==> config.mk <==
export PLATFORM = sky130hd
export DESIGN_NAME = pxmul
export DESIGN_NICKNAME = d
export VERILOG_FILES = /design/src/rtl/pxmul_pkg.sv /design/src/rtl/pxmul_stage.sv /design/src/rtl/pxmul_tile.sv /design/src/rtl/pxmul_combine.sv /design/src/rtl/pxmul.sv
export SDC_FILE = /design/constraint.sdc
export NUM_CORES = 1
export LEC_CHECK = 0
export BUFFER_PORTS_ARGS = -buffer_cell sky130_fd_sc_hd__buf_2
export CAP_MARGIN = 25
export CORE_ASPECT_RATIO = 0.7
export CORE_MARGIN = 4
export CORE_UTILIZATION = 35
export DETAILED_ROUTE_END_ITERATION = 10
export GPL_TIMING_DRIVEN = 0
export PLACE_DENSITY = 0.54
export SYNTH_ARGS = -nofsm -noshare
export SYNTH_HDL_FRONTEND = slang
export SYNTH_SLANG_ARGS = --single-unit
==> constraint.sdc <==
create_clock -name clk -period 7.9 [get_ports clk]
set_input_delay 1.58 -clock clk [delete_from_list [all_inputs] [get_ports clk]]
set_output_delay 1.58 -clock clk [all_outputs]
set_load 0.02 [all_outputs]
==> src/rtl/pxmul_pkg.sv <==
package pxmul_pkg;
  localparam int OP_W_DEF = 16;

  function automatic int half_of(input int w);
    return w / 2;
  endfunction
endpackage

==> src/rtl/pxmul_stage.sv <==
module pxmul_stage #(
  parameter int W = 8
) (
  input  logic         clk,
  input  logic         rst_n,
  input  logic         up_valid,
  output logic         up_ready,
  input  logic [W-1:0] up_data,
  output logic         dn_valid,
  input  logic         dn_ready,
  output logic [W-1:0] dn_data
);
  logic         v_q;
  logic [W-1:0] d_q;

  assign up_ready = !v_q || dn_ready;
  assign dn_valid = v_q;
  assign dn_data  = d_q;

  always_ff @(posedge clk or negedge rst_n) begin
    if (!rst_n) begin
      v_q <= 1'b0;
      d_q <= '0;
    end else if (up_ready) begin
      v_q <= up_valid;
      if (up_valid) d_q <= up_data;
    end
  end
endmodule

==> src/rtl/pxmul_tile.sv <==
module pxmul_tile #(
  parameter int W        = 8,
  parameter int A_SIGNED = 1,
  parameter int B_SIGNED = 1
) (
  input  logic [W-1:0]   a,
  input  logic [W-1:0]   b,
  output logic [2*W-1:0] p
);
  localparam int PW = 2 * W;
  localparam int NS = ((A_SIGNED != 0) ? 1 : 0) + ((B_SIGNED != 0) ? 1 : 0);
  localparam logic [PW-1:0] ONE  = 1;
  localparam logic [PW-1:0] CORR =
    (NS == 2) ? ((ONE << W) | (ONE << (PW - 1))) :
    (NS == 1) ? ((ONE << (PW - 1)) | (ONE << (W - 1))) : '0;

  function automatic logic flip(input int i, input int j);
    return ((A_SIGNED != 0) && (i == W - 1)) != ((B_SIGNED != 0) && (j == W - 1));
  endfunction

  logic [PW-1:0] row;
  logic [PW-1:0] acc;

  always_comb begin
    acc = CORR;
    row = '0;
    for (int j = 0; j < W; j++) begin
      row = '0;
      for (int i = 0; i < W; i++) begin
        row[i+j] = (a[i] & b[j]) ^ flip(i, j);
      end
      acc = acc + row;
    end
  end

  assign p = acc;

  always_comb begin
    if (a == '0 || b == '0) begin
      assert_zero_operand_R10: assert (p == '0);
    end
  end
endmodule

==> src/rtl/pxmul_combine.sv <==
module pxmul_combine #(
  parameter int OP_W = 16
) (
  input  logic            half,
  input  logic [OP_W-1:0] hh,
  input  logic [OP_W-1:0] hl,
  input  logic [OP_W-1:0] lh,
  input  logic [OP_W-1:0] ll,
  output logic [OP_W-1:0] z
);
  localparam int H = OP_W / 2;

  logic [OP_W:0]   mid;
  logic [OP_W-1:0] mid_lo;
  logic [OP_W-1:0] mid_hi;
  logic            carry;
  logic [OP_W-1:0] upper;

  assign mid    = {hl[OP_W-1], hl} + {lh[OP_W-1], lh};
  assign mid_lo = {mid[H-1:0], {H{1'b0}}};
  assign mid_hi = {{(OP_W-H-1){mid[OP_W]}}, mid[OP_W:H]};
  assign carry  = 1'(({1'b0, mid_lo} + {1'b0, ll}) >> OP_W);
  assign upper  = hh + mid_hi + {{(OP_W-1){1'b0}}, carry};

  always_comb begin
    if (half) z = hh;
    else      z = upper;
  end
endmodule

==> src/rtl/pxmul.sv <==
module pxmul #(
  parameter int OP_W = pxmul_pkg::OP_W_DEF
) (
  input  logic            clk,
  input  logic            rst_n,
  input  logic            in_valid,
  output logic            in_ready,
  input  logic [OP_W-1:0] in_a,
  input  logic [OP_W-1:0] in_b,
  input  logic            in_half,
  output logic            out_valid,
  input  logic            out_ready,
  output logic [OP_W-1:0] out_prod
);
  localparam int H    = pxmul_pkg::half_of(OP_W);
  localparam int S1_W = 2 * OP_W + 1;

  logic [OP_W-1:0] a_g, b_g;
  logic [S1_W-1:0] s1_in, s1_q;
  logic            s1_valid, s1_ready;
  logic            s1_half;
  logic [OP_W-1:0] s1_a, s1_b;
  logic [OP_W-1:0] t_hh, t_hl, t_lh, t_ll;
  logic [OP_W-1:0] comb_z;

  // Gate the low bytes before the register so the low tiles stay quiet.
  assign a_g   = in_half ? {in_a[OP_W-1:H], {H{1'b0}}} : in_a;
  assign b_g   = in_half ? {in_b[OP_W-1:H], {H{1'b0}}} : in_b;
  assign s1_in = {in_half, a_g, b_g};

  pxmul_stage #(.W(S1_W)) u_in_stage (
    .clk(clk), .rst_n(rst_n),
    .up_valid(in_valid), .up_ready(in_ready), .up_data(s1_in),
    .dn_valid(s1_valid), .dn_ready(s1_ready), .dn_data(s1_q)
  );

  assign s1_half = s1_q[S1_W-1];
  assign s1_a    = s1_q[2*OP_W-1:OP_W];
  assign s1_b    = s1_q[OP_W-1:0];

  pxmul_tile #(.W(H), .A_SIGNED(1), .B_SIGNED(1)) u_hh (
    .a(s1_a[OP_W-1:H]), .b(s1_b[OP_W-1:H]), .p(t_hh));
  pxmul_tile #(.W(H), .A_SIGNED(1), .B_SIGNED(0)) u_hl (
    .a(s1_a[OP_W-1:H]), .b(s1_b[H-1:0]), .p(t_hl));
  pxmul_tile #(.W(H), .A_SIGNED(0), .B_SIGNED(1)) u_lh (
    .a(s1_a[H-1:0]), .b(s1_b[OP_W-1:H]), .p(t_lh));
  pxmul_tile #(.W(H), .A_SIGNED(0), .B_SIGNED(0)) u_ll (
    .a(s1_a[H-1:0]), .b(s1_b[H-1:0]), .p(t_ll));

  pxmul_combine #(.OP_W(OP_W)) u_combine (
    .half(s1_half), .hh(t_hh), .hl(t_hl), .lh(t_lh), .ll(t_ll), .z(comb_z));

  pxmul_stage #(.W(OP_W)) u_out_stage (
    .clk(clk), .rst_n(rst_n),
    .up_valid(s1_valid), .up_ready(s1_ready), .up_data(comb_z),
    .dn_valid(out_valid), .dn_ready(out_ready), .dn_data(out_prod)
  );

  assert_hold_valid_R7: assert property (@(posedge clk) disable iff (!rst_n)
    out_valid && !out_ready |=> out_valid);
  assert_hold_data_R7: assert property (@(posedge clk) disable iff (!rst_n)
    out_valid && !out_ready |=> $stable(out_prod));
  assert_low_tiles_idle_R3: assert property (@(posedge clk) disable iff (!rst_n)
    s1_valid && s1_half |-> (t_hl == '0) && (t_lh == '0) && (t_ll == '0));
  assert_half_sign_R2: assert property (@(posedge clk) disable iff (!rst_n)
    s1_valid && s1_half && (s1_a[OP_W-1:H] != '0) && (s1_b[OP_W-1:H] != '0)
    |-> comb_z[OP_W-1] == (s1_a[OP_W-1] ^ s1_b[OP_W-1]));
  assert_open_when_empty_R8: assert property (@(posedge clk) disable iff (!rst_n)
    !out_valid |-> in_ready);
endmodule

==> metrics.cfg, run 1 <==
[place]
dp_cells=1794
dp_hpwl_mm=26.7
gp_congestion=0.913
io_buffers=54

[timing]
fmax_mhz=120
final.period_utilization_pct=105
finalHoldViolations=0
fin_setup_tns_ns=-3.27
finalSetupViolCount=12
worst_slew_pin_slew_ns=1.14
slew_viol_final=0
relSlewSlack_pct=23.3
period_needed_ns=8.31
fin_ws_ns=-0.410
whs_ns=0.481
rsz0062_at_grt=yes
skew_ns=0.00877

[floorplan]
row_count=54
die_width_um=223
core_area_sq_um=31600
die_area_sq_um=35400
pin_count=55
die_h_um=159
start_util_pct=35.9

[setup_path]
start_kind=flip-flop
cp.depth=42
endpoint_kind=flip-flop
cp_slowest_cell=fa_1
worstPathArrival_ns=8.47
crit_buf_inv=9
worstPathRequired_ns=8.06
r2r_cells=42
path_class=reg2reg
cp_top_family=adder cells
path_max_fanout=3
cpPeakStageDelay_ns=0.53
cp_common_cell=inv_2

[job]
maxCapViolations=0

[routing]
ant_nets=0
vias_per_cell=5.14
dr_total_vias=9417
drt_wl_total_mm=32.6
dr.pass1.iters=5
drc=0
first_iter_violations=687
wl_per_cell_um=17.8

[clocking]
clk_pin_slew_ns=0.08
hold_buffers=0
max-clock-path-buffers=2
clk_latency_ns=0.31
numCtsBuffers=5
clkSinkCount=51
cts_max_level=2
cts_tree=done
ctsRootBufferMaster=clkbuf_16

[final_layout]
stdcell_count=1832
area_growth_pct=14.3
fin_util_pct=41.1
drive_above_1_share_pct=15.9
final_cell_mix=nand2_1 (198), inv_1 (175), ha_1 (153), fa_1 (146), and2_1 (111)
fillers=3185
final_common_cell=nand2_1
diodes=0
final_nets=1758

[yosys]
async_flop_share_pct=100
ys_seq_elements=51
synth_top_cell_by_area=fa_1
synth_area_leaders=fa_1 (26%), ha_1 (18%), dfrtp_1 (11%)
synth_edf_count=0
synth_nets=1666
avgSynthCellArea_sq_um=8.59
synthCells=1319
synth_seq_area_share_pct=11.3
synth.yosys.warnings=0
syn-cell-area_sq_um=11300
dominantRegCellSynth=dfrtp_1
synth.distinct_cells=61
synth_top_area_share_pct=26.5

[run_status]
violations=negative setup slack
status=complete, but fails checks

[worst_hold_path]
min_path_cells=2
hp-class=reg2reg

[grt]
grt_antenna_before_repair=0
grt_usage_pct=18.4
grt_max_degree=28
grt_pass1_wl_mm=51.9
grt_pass1_vias=9279
overflow=0

-- worst register-to-register path, delay by kind of cell, from the launching register on --
| family | cells | cell delay [ns] |
|---|---|---|
| compound gates | 15 | 2.27 |
| xor+xnor | 3 | 0.50 |
| fa+ha+maj | 9 | 3.45 |
| buf+inv | 9 | 0.80 |
| flops | 1 | 0.44 |
| simple gates | 6 | 0.67 |
-- logic make-up (layout without fill, tap and decap cells) --
family / count (synthesis) / count (layout) / share of synthesized area, %
buffers and inverters: 237 / 330 / 7.86
multiplexers: 21 / 21 / 2.04
XOR/XNOR: 51 / 51 / 3.94
adder cells (fa/ha/maj): 310 / 310 / 44.2
AND/OR/NAND/NOR: 446 / 446 / 19.2
AO/OA/AOI/OAI: 203 / 203 / 11.5
flip-flops: 51 / 51 / 11.3
-- layout make-up --
cell class                 count  area [sq um]  share of cell area [%]
multi-input combinational   1031          9490                    73.2
sequential                    51          1290                    9.98
inverter                     188           706                    5.45
timing repair buffer          87           546                    4.21
tap                          420           526                    4.06
buffer                        47           245                    1.89
clock buffer                   5           125                   0.966
clock inverter                 3          27.5                   0.212
-- synth_stat cells (all sizes together), types with 17 or more instances --
library cell / n
and2: 113
mux2: 17
a21oi: 47
dfrtp: 51
nor3: 17
nand2b: 26
xor2: 23
nor2: 40
inv: 187
ha: 160
a21o: 18
xnor2: 28
clkbuf: 47
o21ai: 63
fa: 150
nand2: 200
-- per-layer routing --
| layer | vias to the layer above | share of wire (%) | global-route usage (%) |
|---|---|---|---|
| met1 | 4633 | 53 | 30.0 |
| met3 | 28 | 6.8 | 3.54 |
| met2 | 291 | 39 | 25.4 |
| li1 | 4465 | - | - |
| met5 | - | 0 | 0 |
| met4 | 0 | 0.93 | 2.49 |
-- worst paths after layout --
path / to / slack (ns) / start
worst max-delay path: u_out_stage.dn_data[10]$_DFFE_PN0P_ / -0.41 / u_in_stage.dn_data[0]$_DFFE_PN0P_
worst min-delay path: u_out_stage.dn_data[5]$_DFFE_PN0P_ / 0.48 / u_out_stage.dn_data[5]$_DFFE_PN0P_
worst max register to register: u_out_stage.dn_data[10]$_DFFE_PN0P_ / -0.41 / u_in_stage.dn_data[0]$_DFFE_PN0P_
worst min register to register: u_out_stage.dn_data[5]$_DFFE_PN0P_ / 0.48 / u_out_stage.dn_data[5]$_DFFE_PN0P_
max in group asynchronous: u_in_stage.dn_data[3]$_DFFE_PN0P_ / 6.03 / rst_n
min in group asynchronous: u_in_stage.dn_data[28]$_DFFE_PN0P_ / 1.29 / rst_n
-- per-stage QoR --
step | instance area, sq um | worst slack, ns
2_1_floorplan | 11400 | 0.00317
3_3_place_gp | 12100 | -1.36
3_5_place_dp | 12200 | -1.39
4_1_cts | 12800 | -0.432
5_1_grt | 13000 | -0.785
6_report | 13000 | -0.410
-- what timing repair did --
action,CTS,global route
resized for setup,85,47
buffers inserted,22,11
endpoints found under the setup margin,16,15
pin swaps,59,50
-- registers in the layout, summed over array words and instances (netlist names) --
| name | count |
|---|---|
| u_in_stage.dn_data | 33 |
| u_out_stage.dn_valid | 1 |
| u_in_stage.dn_valid | 1 |
| u_out_stage.dn_data | 16 |
Power of run 1 is left out: the tool's default activity adds up to more than one toggle a clock period on the data nets, which glitch-free logic cannot reach.
==> run 2, diff against run 1 <==
--- a/config.mk
+++ b/config.mk
@@ -7,12 +7,15 @@
 export LEC_CHECK = 0
 export BUFFER_PORTS_ARGS = -buffer_cell sky130_fd_sc_hd__buf_2
 export CAP_MARGIN = 25
+export CELL_PAD_IN_SITES_DETAIL_PLACEMENT = 1
+export CELL_PAD_IN_SITES_GLOBAL_PLACEMENT = 1
 export CORE_ASPECT_RATIO = 0.7
 export CORE_MARGIN = 4
 export CORE_UTILIZATION = 35
 export DETAILED_ROUTE_END_ITERATION = 10
 export GPL_TIMING_DRIVEN = 0
-export PLACE_DENSITY = 0.54
+export PLACE_DENSITY = 0.67
+export SLEW_MARGIN = 20
 export SYNTH_ARGS = -nofsm -noshare
 export SYNTH_HDL_FRONTEND = slang
 export SYNTH_SLANG_ARGS = --single-unit
==> run 2 against run 1 <==
  * The run still ends with negative setup slack left
  * Critical endpoint unchanged
  * Sequential share of layout area about the same
  * Sequential cell count stayed put
  * Critical path type unchanged
  * Die area stayed put
  * Final cell count increased by 0.27%
  * Global-route usage up 1.9 points
  * Worst setup slack got worse by 0.039 ns
  * First-iteration DRC count is 1.5% higher
  * Wire length grew 10%
  * Clock-buffer cell count up 1
==> metrics.cfg, run 2 (synthesis results as in run 1) <==
[run_status]
status=complete, but fails checks
violations=negative setup slack

[worst_hold_path]
hp-class=reg2reg

[final_layout]
final_nets=1763  ; +0.28%
multi_input_area_sq_um=9470  ; -0.17%
stdcell_area_sq_um=13000  ; +0.21%
fillers=3709  ; +16%
largest_register_ffs=33  ; unchanged
area_growth_pct=14.6
final_common_cell=nand2_1
regArea_sq_um=1300  ; +0.19%
diodes=0  ; unchanged
drive_above_1_share_pct=16.2  ; +0.30 points
final_cell_mix=nand2_1 (198), inv_1 (177), ha_1 (154), fa_1 (144), and2_1 (111)

[floorplan]
die_h_um=159  ; unchanged
pin_count=55  ; unchanged
die_width_um=223  ; unchanged
die_area_sq_um=35400  ; unchanged
core_area_sq_um=31600  ; unchanged
start_util_pct=35.9  ; unchanged
row_count=54  ; unchanged

[routing]
wl_per_cell_um=19.5  ; +9.7%
dr.pass1.iters=5  ; unchanged
first_iter_violations=697  ; +1.5%
ant_nets=0  ; unchanged
vias_per_cell=5.21  ; +1.3%
drt_wl_total_mm=35.8  ; +10%
dr_total_vias=9570  ; +1.6%
drc=0  ; unchanged

[timing]
slew_viol_final=0  ; unchanged
worst_slew_pin_slew_ns=0.823  ; -0.316 ns
finalSetupViolCount=12  ; unchanged
fin_ws_ns=-0.449  ; -0.0391 ns
skew_ns=0.00810  ; -0.000673 ns
rsz0062_at_grt=yes
fmax_mhz=120  ; -0.47%
final.period_utilization_pct=106  ; +0.49 points
finalHoldViolations=0  ; unchanged
whs_ns=0.486  ; +0.00468 ns
relSlewSlack_pct=44.7  ; +21 points
period_needed_ns=8.35  ; +0.0391 ns

[clocking]
hold_buffers=0  ; unchanged
cts_tree=done
clk_latency_ns=0.31  ; about the same
cts_max_level=2  ; unchanged
numCtsBuffers=5  ; unchanged
ctsRootBufferMaster=clkbuf_16
max-clock-path-buffers=2  ; unchanged
clkSinkCount=51  ; unchanged
clk_pin_slew_ns=0.08  ; about the same

[place]
gp_congestion=0.875  ; -4.1%
dpl_cell_area_sq_um=12100  ; -0.14%
dp_hpwl_mm=28.9  ; +8.1%
io_buffers=54  ; unchanged

[setup_path]
cpPeakStageDelay_ns=0.54  ; about the same
path_class=reg2reg
start_kind=flip-flop
path_max_fanout=3  ; unchanged
worstPathArrival_ns=8.56  ; +0.09 ns
crit_buf_inv=8  ; -1
cp_slowest_cell=fa_1
cp_top_family=adder cells
endpoint_kind=flip-flop
worstPathRequired_ns=8.11  ; +0.05 ns

[grt]
grt_pass1_vias=10000  ; +8.2%
grt_antenna_before_repair=0  ; unchanged
grt_max_degree=52  ; +86%
grt_pass1_wl_mm=56.8  ; +9.3%
grt_usage_pct=20.3  ; +1.9 points
overflow=0  ; unchanged

[job]
maxCapViolations=0  ; unchanged

## run 2: routing by layer
metal / vias to the layer above / track usage (%) / part of all wire [%]
li1: 4457 / - / -
met3: 19 / 4.37 / 6.8
met4: 0 / 1.53 / 0.50
met1: 4830 / 32.0 / 52
met5: - / 0 / 0
met2: 264 / 29.6 / 41
## run 2: per-stage QoR
step,TNS (ns),worst slack (ns),utilization (%),std cells
6_report,-3.81,-0.449,41.2,1837
5_1_grt,-8.69,-0.813,41.2,1837
4_1_cts,-2.80,-0.424,40.7,1832
3_5_place_dp,-17.58,-1.51,38.5,1793
3_3_place_gp,-17.31,-1.50,38.5,1793
2_1_floorplan,0,0.00317,-,1319
## run 2: area by class of cell
| type | instances | share of cell area (%) |
|---|---|---|
| Timing Repair Buffer | 94 | 4.56 |
| Clock buffer | 6 | 0.992 |
| Inverter | 188 | 5.45 |
| Tap cell | 420 | 4.05 |
| Buffer | 45 | 1.89 |
| Multi-Input combinational cell | 1031 | 73.0 |
| Sequential cell | 51 | 9.98 |
| Clock inverter | 2 | 0.125 |
## run 2: timing repair
item | in CTS | in global routing
gates resized for setup | 95 | 43
setup buffers | 32 | 9
setup endpoints to repair | 16 | 15
pin swaps | 65 | 18
## run 2: worst paths after layout
check / startpoint / to / slack, ns / depth (start not counted)
max: u_in_stage.dn_data[0]$_DFFE_PN0P_ / u_out_stage.dn_data[10]$_DFFE_PN0P_ / -0.45 / 42
min reg2reg: u_out_stage.dn_data[0]$_DFFE_PN0P_ / u_out_stage.dn_data[0]$_DFFE_PN0P_ / 0.49 / 2
min: u_out_stage.dn_data[0]$_DFFE_PN0P_ / u_out_stage.dn_data[0]$_DFFE_PN0P_ / 0.49 / 2
max in group asynchronous: rst_n / u_in_stage.dn_data[20]$_DFFE_PN0P_ / 6.08 / 1
max reg2reg: u_in_stage.dn_data[0]$_DFFE_PN0P_ / u_out_stage.dn_data[10]$_DFFE_PN0P_ / -0.45 / 42
min in group asynchronous: rst_n / u_in_stage.dn_data[32]$_DFFE_PN0P_ / 1.32 / 1
## run 2: worst min-delay path, stage by stage, from the launching register on
cell and delay (ns):
dfrtp_1 0.34, nand2_1 0.05, o21ai_0 0.06
Power of run 2 is left out for the same reason.
==> run 3, diff against run 2 <==
--- a/config.mk
+++ b/config.mk
@@ -11,10 +11,10 @@
 export CELL_PAD_IN_SITES_GLOBAL_PLACEMENT = 1
 export CORE_ASPECT_RATIO = 0.7
 export CORE_MARGIN = 4
-export CORE_UTILIZATION = 35
+export CORE_UTILIZATION = 45
 export DETAILED_ROUTE_END_ITERATION = 10
 export GPL_TIMING_DRIVEN = 0
-export PLACE_DENSITY = 0.67
+export PLACE_DENSITY = 0.82
 export SLEW_MARGIN = 20
 export SYNTH_ARGS = -nofsm -noshare
 export SYNTH_HDL_FRONTEND = slang
==> run 3 against run 2 <==
  * The run still ends with negative setup slack left
  * Die area shrank 21%
  * Sequential cell count is the same
  * Worst setup slack lost 0.083 ns
  * Wire length grew 4.4%
  * Final area shrank 0.22%
  * Worst hold slack lost 0.0011 ns
  * Fmax shrank 0.98%
  * Non-clock buffer count grew 7
  * Register-to-register slack lost 0.08 ns
  * Core utilization grew 11 points
  * First-iteration DRC count shrank 11%
  * Clock skew grew 0.0055 ns
  * Highest routed layer unchanged
==> metrics.cfg, run 3 (synthesis results as in run 1) <==
[setup_path]
worstPathRequired_ns=8.08  ; -0.03 ns
r2r_cells=44  ; +4.8%
endpoint_kind=flip-flop
path_class=reg2reg
timing.rr.start=u_in_stage.dn_data[1]$_DFFE_PN0P_
rr_endpoint=u_out_stage.dn_data[6]$_DFFE_PN0P_
cp_slowest_cell=fa_2
worstPathArrival_ns=8.61  ; +0.05 ns
start_kind=flip-flop
path_max_fanout=3  ; unchanged
cp_common_cell=buf_4
rrSetupSlack_ns=-0.53  ; -0.08 ns
cpPeakStageDelay_ns=0.55  ; about the same

[timing]
finalSetupViolCount=13  ; +1
worst_slew_pin_slew_ns=0.923  ; +0.0996 ns
rsz0062_at_grt=yes
finalHoldViolations=0  ; unchanged
period_needed_ns=8.43  ; +0.0826 ns
relSlewSlack_pct=37.9  ; -6.8 points
fin_ws_ns=-0.532  ; -0.0826 ns
skew_ns=0.0136  ; +0.00546 ns
slew_viol_final=0  ; unchanged
final.period_utilization_pct=107  ; +1.0 points
fmax_mhz=119  ; -0.98%

[clocking]
clk_latency_ns=0.31  ; about the same
clkSinkCount=51  ; unchanged
clk_pin_slew_ns=0.08  ; about the same
ctsRootBufferMaster=clkbuf_16
max-clock-path-buffers=2  ; unchanged
numCtsBuffers=5  ; unchanged
cts_tree=done
cts_max_level=2  ; unchanged

[routing]
first_iter_violations=617  ; -11%
drt_wl_total_mm=37.4  ; +4.4%
dr_total_vias=9993  ; +4.4%
vias_per_cell=5.71  ; +9.5%
drc=0  ; unchanged
wl_per_cell_um=21.4  ; +9.5%
dr.pass1.iters=5  ; unchanged
ant_nets=0  ; unchanged

[place]
gp_congestion=0.917  ; +4.7%
io_buffers=54  ; unchanged
dp_hpwl_mm=28.5  ; -1.3%
dpl_cell_area_sq_um=12000  ; -0.98%

[final_layout]
final_nets=1770  ; +0.40%
drive_above_1_share_pct=16.7  ; +0.55 points
stdcell_area_sq_um=13000  ; -0.22%
final_common_cell=nand2_1
fillers=2973  ; -20%
largest_register_ffs=33  ; unchanged
fin_util_pct=52.4  ; +11 points
area_growth_pct=14.3
final_cell_mix=nand2_1 (198), inv_1 (177), ha_1 (154), fa_1 (143), and2_1 (110)

[job]
maxCapViolations=0  ; unchanged

[grt]
overflow=0  ; unchanged
grt_pass1_vias=10800  ; +7.5%
grt_max_degree=52  ; unchanged
grt_antenna_before_repair=0  ; unchanged
grt_pass1_wl_mm=58.9  ; +3.8%
grt_usage_pct=26.7  ; +6.4 points

[worst_hold_path]
hp-class=reg2reg
min_to=u_out_stage.dn_data[8]$_DFFE_PN0P_
min_path_cells=2  ; unchanged
hold_start=u_out_stage.dn_data[8]$_DFFE_PN0P_

[floorplan]
pin_count=55  ; unchanged
start_util_pct=45.8  ; +9.9 points
core_area_sq_um=24700  ; -22%
row_count=48  ; -11%
die_area_sq_um=27800  ; -21%
die_width_um=198  ; -11%
die_h_um=141  ; -11%

[run_status]
violations=negative setup slack
status=complete, but fails checks

run 3: timing repair:
item,CTS,global route
setup endpoints to repair,16,15
endpoints found under the hold margin,0,0
pin swaps,62,51
gates resized for setup,88,53
setup buffers,36,11
hold buffers,0,0
run 3: metrics by stage:
stage	std cells	setup slack, ns	setup TNS, ns	hold WS, ns
floorplan	1319	0.00317	0	0.471
global placement	1698	-1.35	-15.35	0.458
detailed placement	1698	-1.48	-17.82	0.472
CTS	1741	-0.360	-2.55	0.490
global route	1749	-0.830	-9.62	0.516
finish	1751	-0.532	-5.18	0.485
run 3: area by class of cell:
class / instances / area (sq um) / share of cell area (%)
clock inverter: 3 / 27.5 / 0.212
tap: 325 / 407 / 3.14
multi-input combinational: 1031 / 9510 / 73.4
antenna: 2 / 5.00 / 0.0386
buffer: 47 / 248 / 1.91
timing repair buffer: 99 / 633 / 4.89
sequential: 51 / 1290 / 9.96
inverter: 188 / 708 / 5.47
clock buffer: 5 / 125 / 0.966
run 3: layer usage:
metal	track usage, %	share of wire (%)
met4	3.40	1.7
met2	42.4	45
met5	0	0
met1	38.0	45
met3	6.83	8.1
run 3: critical path, delay by kind of cell (launching register included):
family,cells,cell delay (ns)
AND/OR/NAND/NOR,10,1.45
buffers and inverters,11,1.01
XOR/XNOR,1,0.13
flip-flops,1,0.45
AO/OA/AOI/OAI,14,2.41
adder cells (fa/ha/maj),8,2.83
run 3: worst max path at each step:
stage	start	endpoint	slack, ns	cells past startpoint
6_report	u_in_stage.dn_data[1]$_DFFE_PN0P_	u_out_stage.dn_data[6]$_DFFE_PN0P_	-0.53	44
5_1_grt	u_in_stage.dn_data[1]$_DFFE_PN0P_	u_out_stage.dn_data[14]$_DFFE_PN0P_	-0.83	45
4_1_cts	u_in_stage.dn_data[17]$_DFFE_PN0P_	u_out_stage.dn_data[6]$_DFFE_PN0P_	-0.36	41
3_5_place_dp	u_in_stage.dn_data[19]$_DFFE_PN0P_	u_out_stage.dn_data[12]$_DFFE_PN0P_	-1.48	39
3_3_place_gp	u_in_stage.dn_data[19]$_DFFE_PN0P_	u_out_stage.dn_data[12]$_DFFE_PN0P_	-1.35	39
2_1_floorplan	u_in_stage.dn_data[0]$_DFFE_PN0P_	u_out_stage.dn_data[6]$_DFFE_PN0P_	0.003	41
Power of run 3 is left out for the same reason.
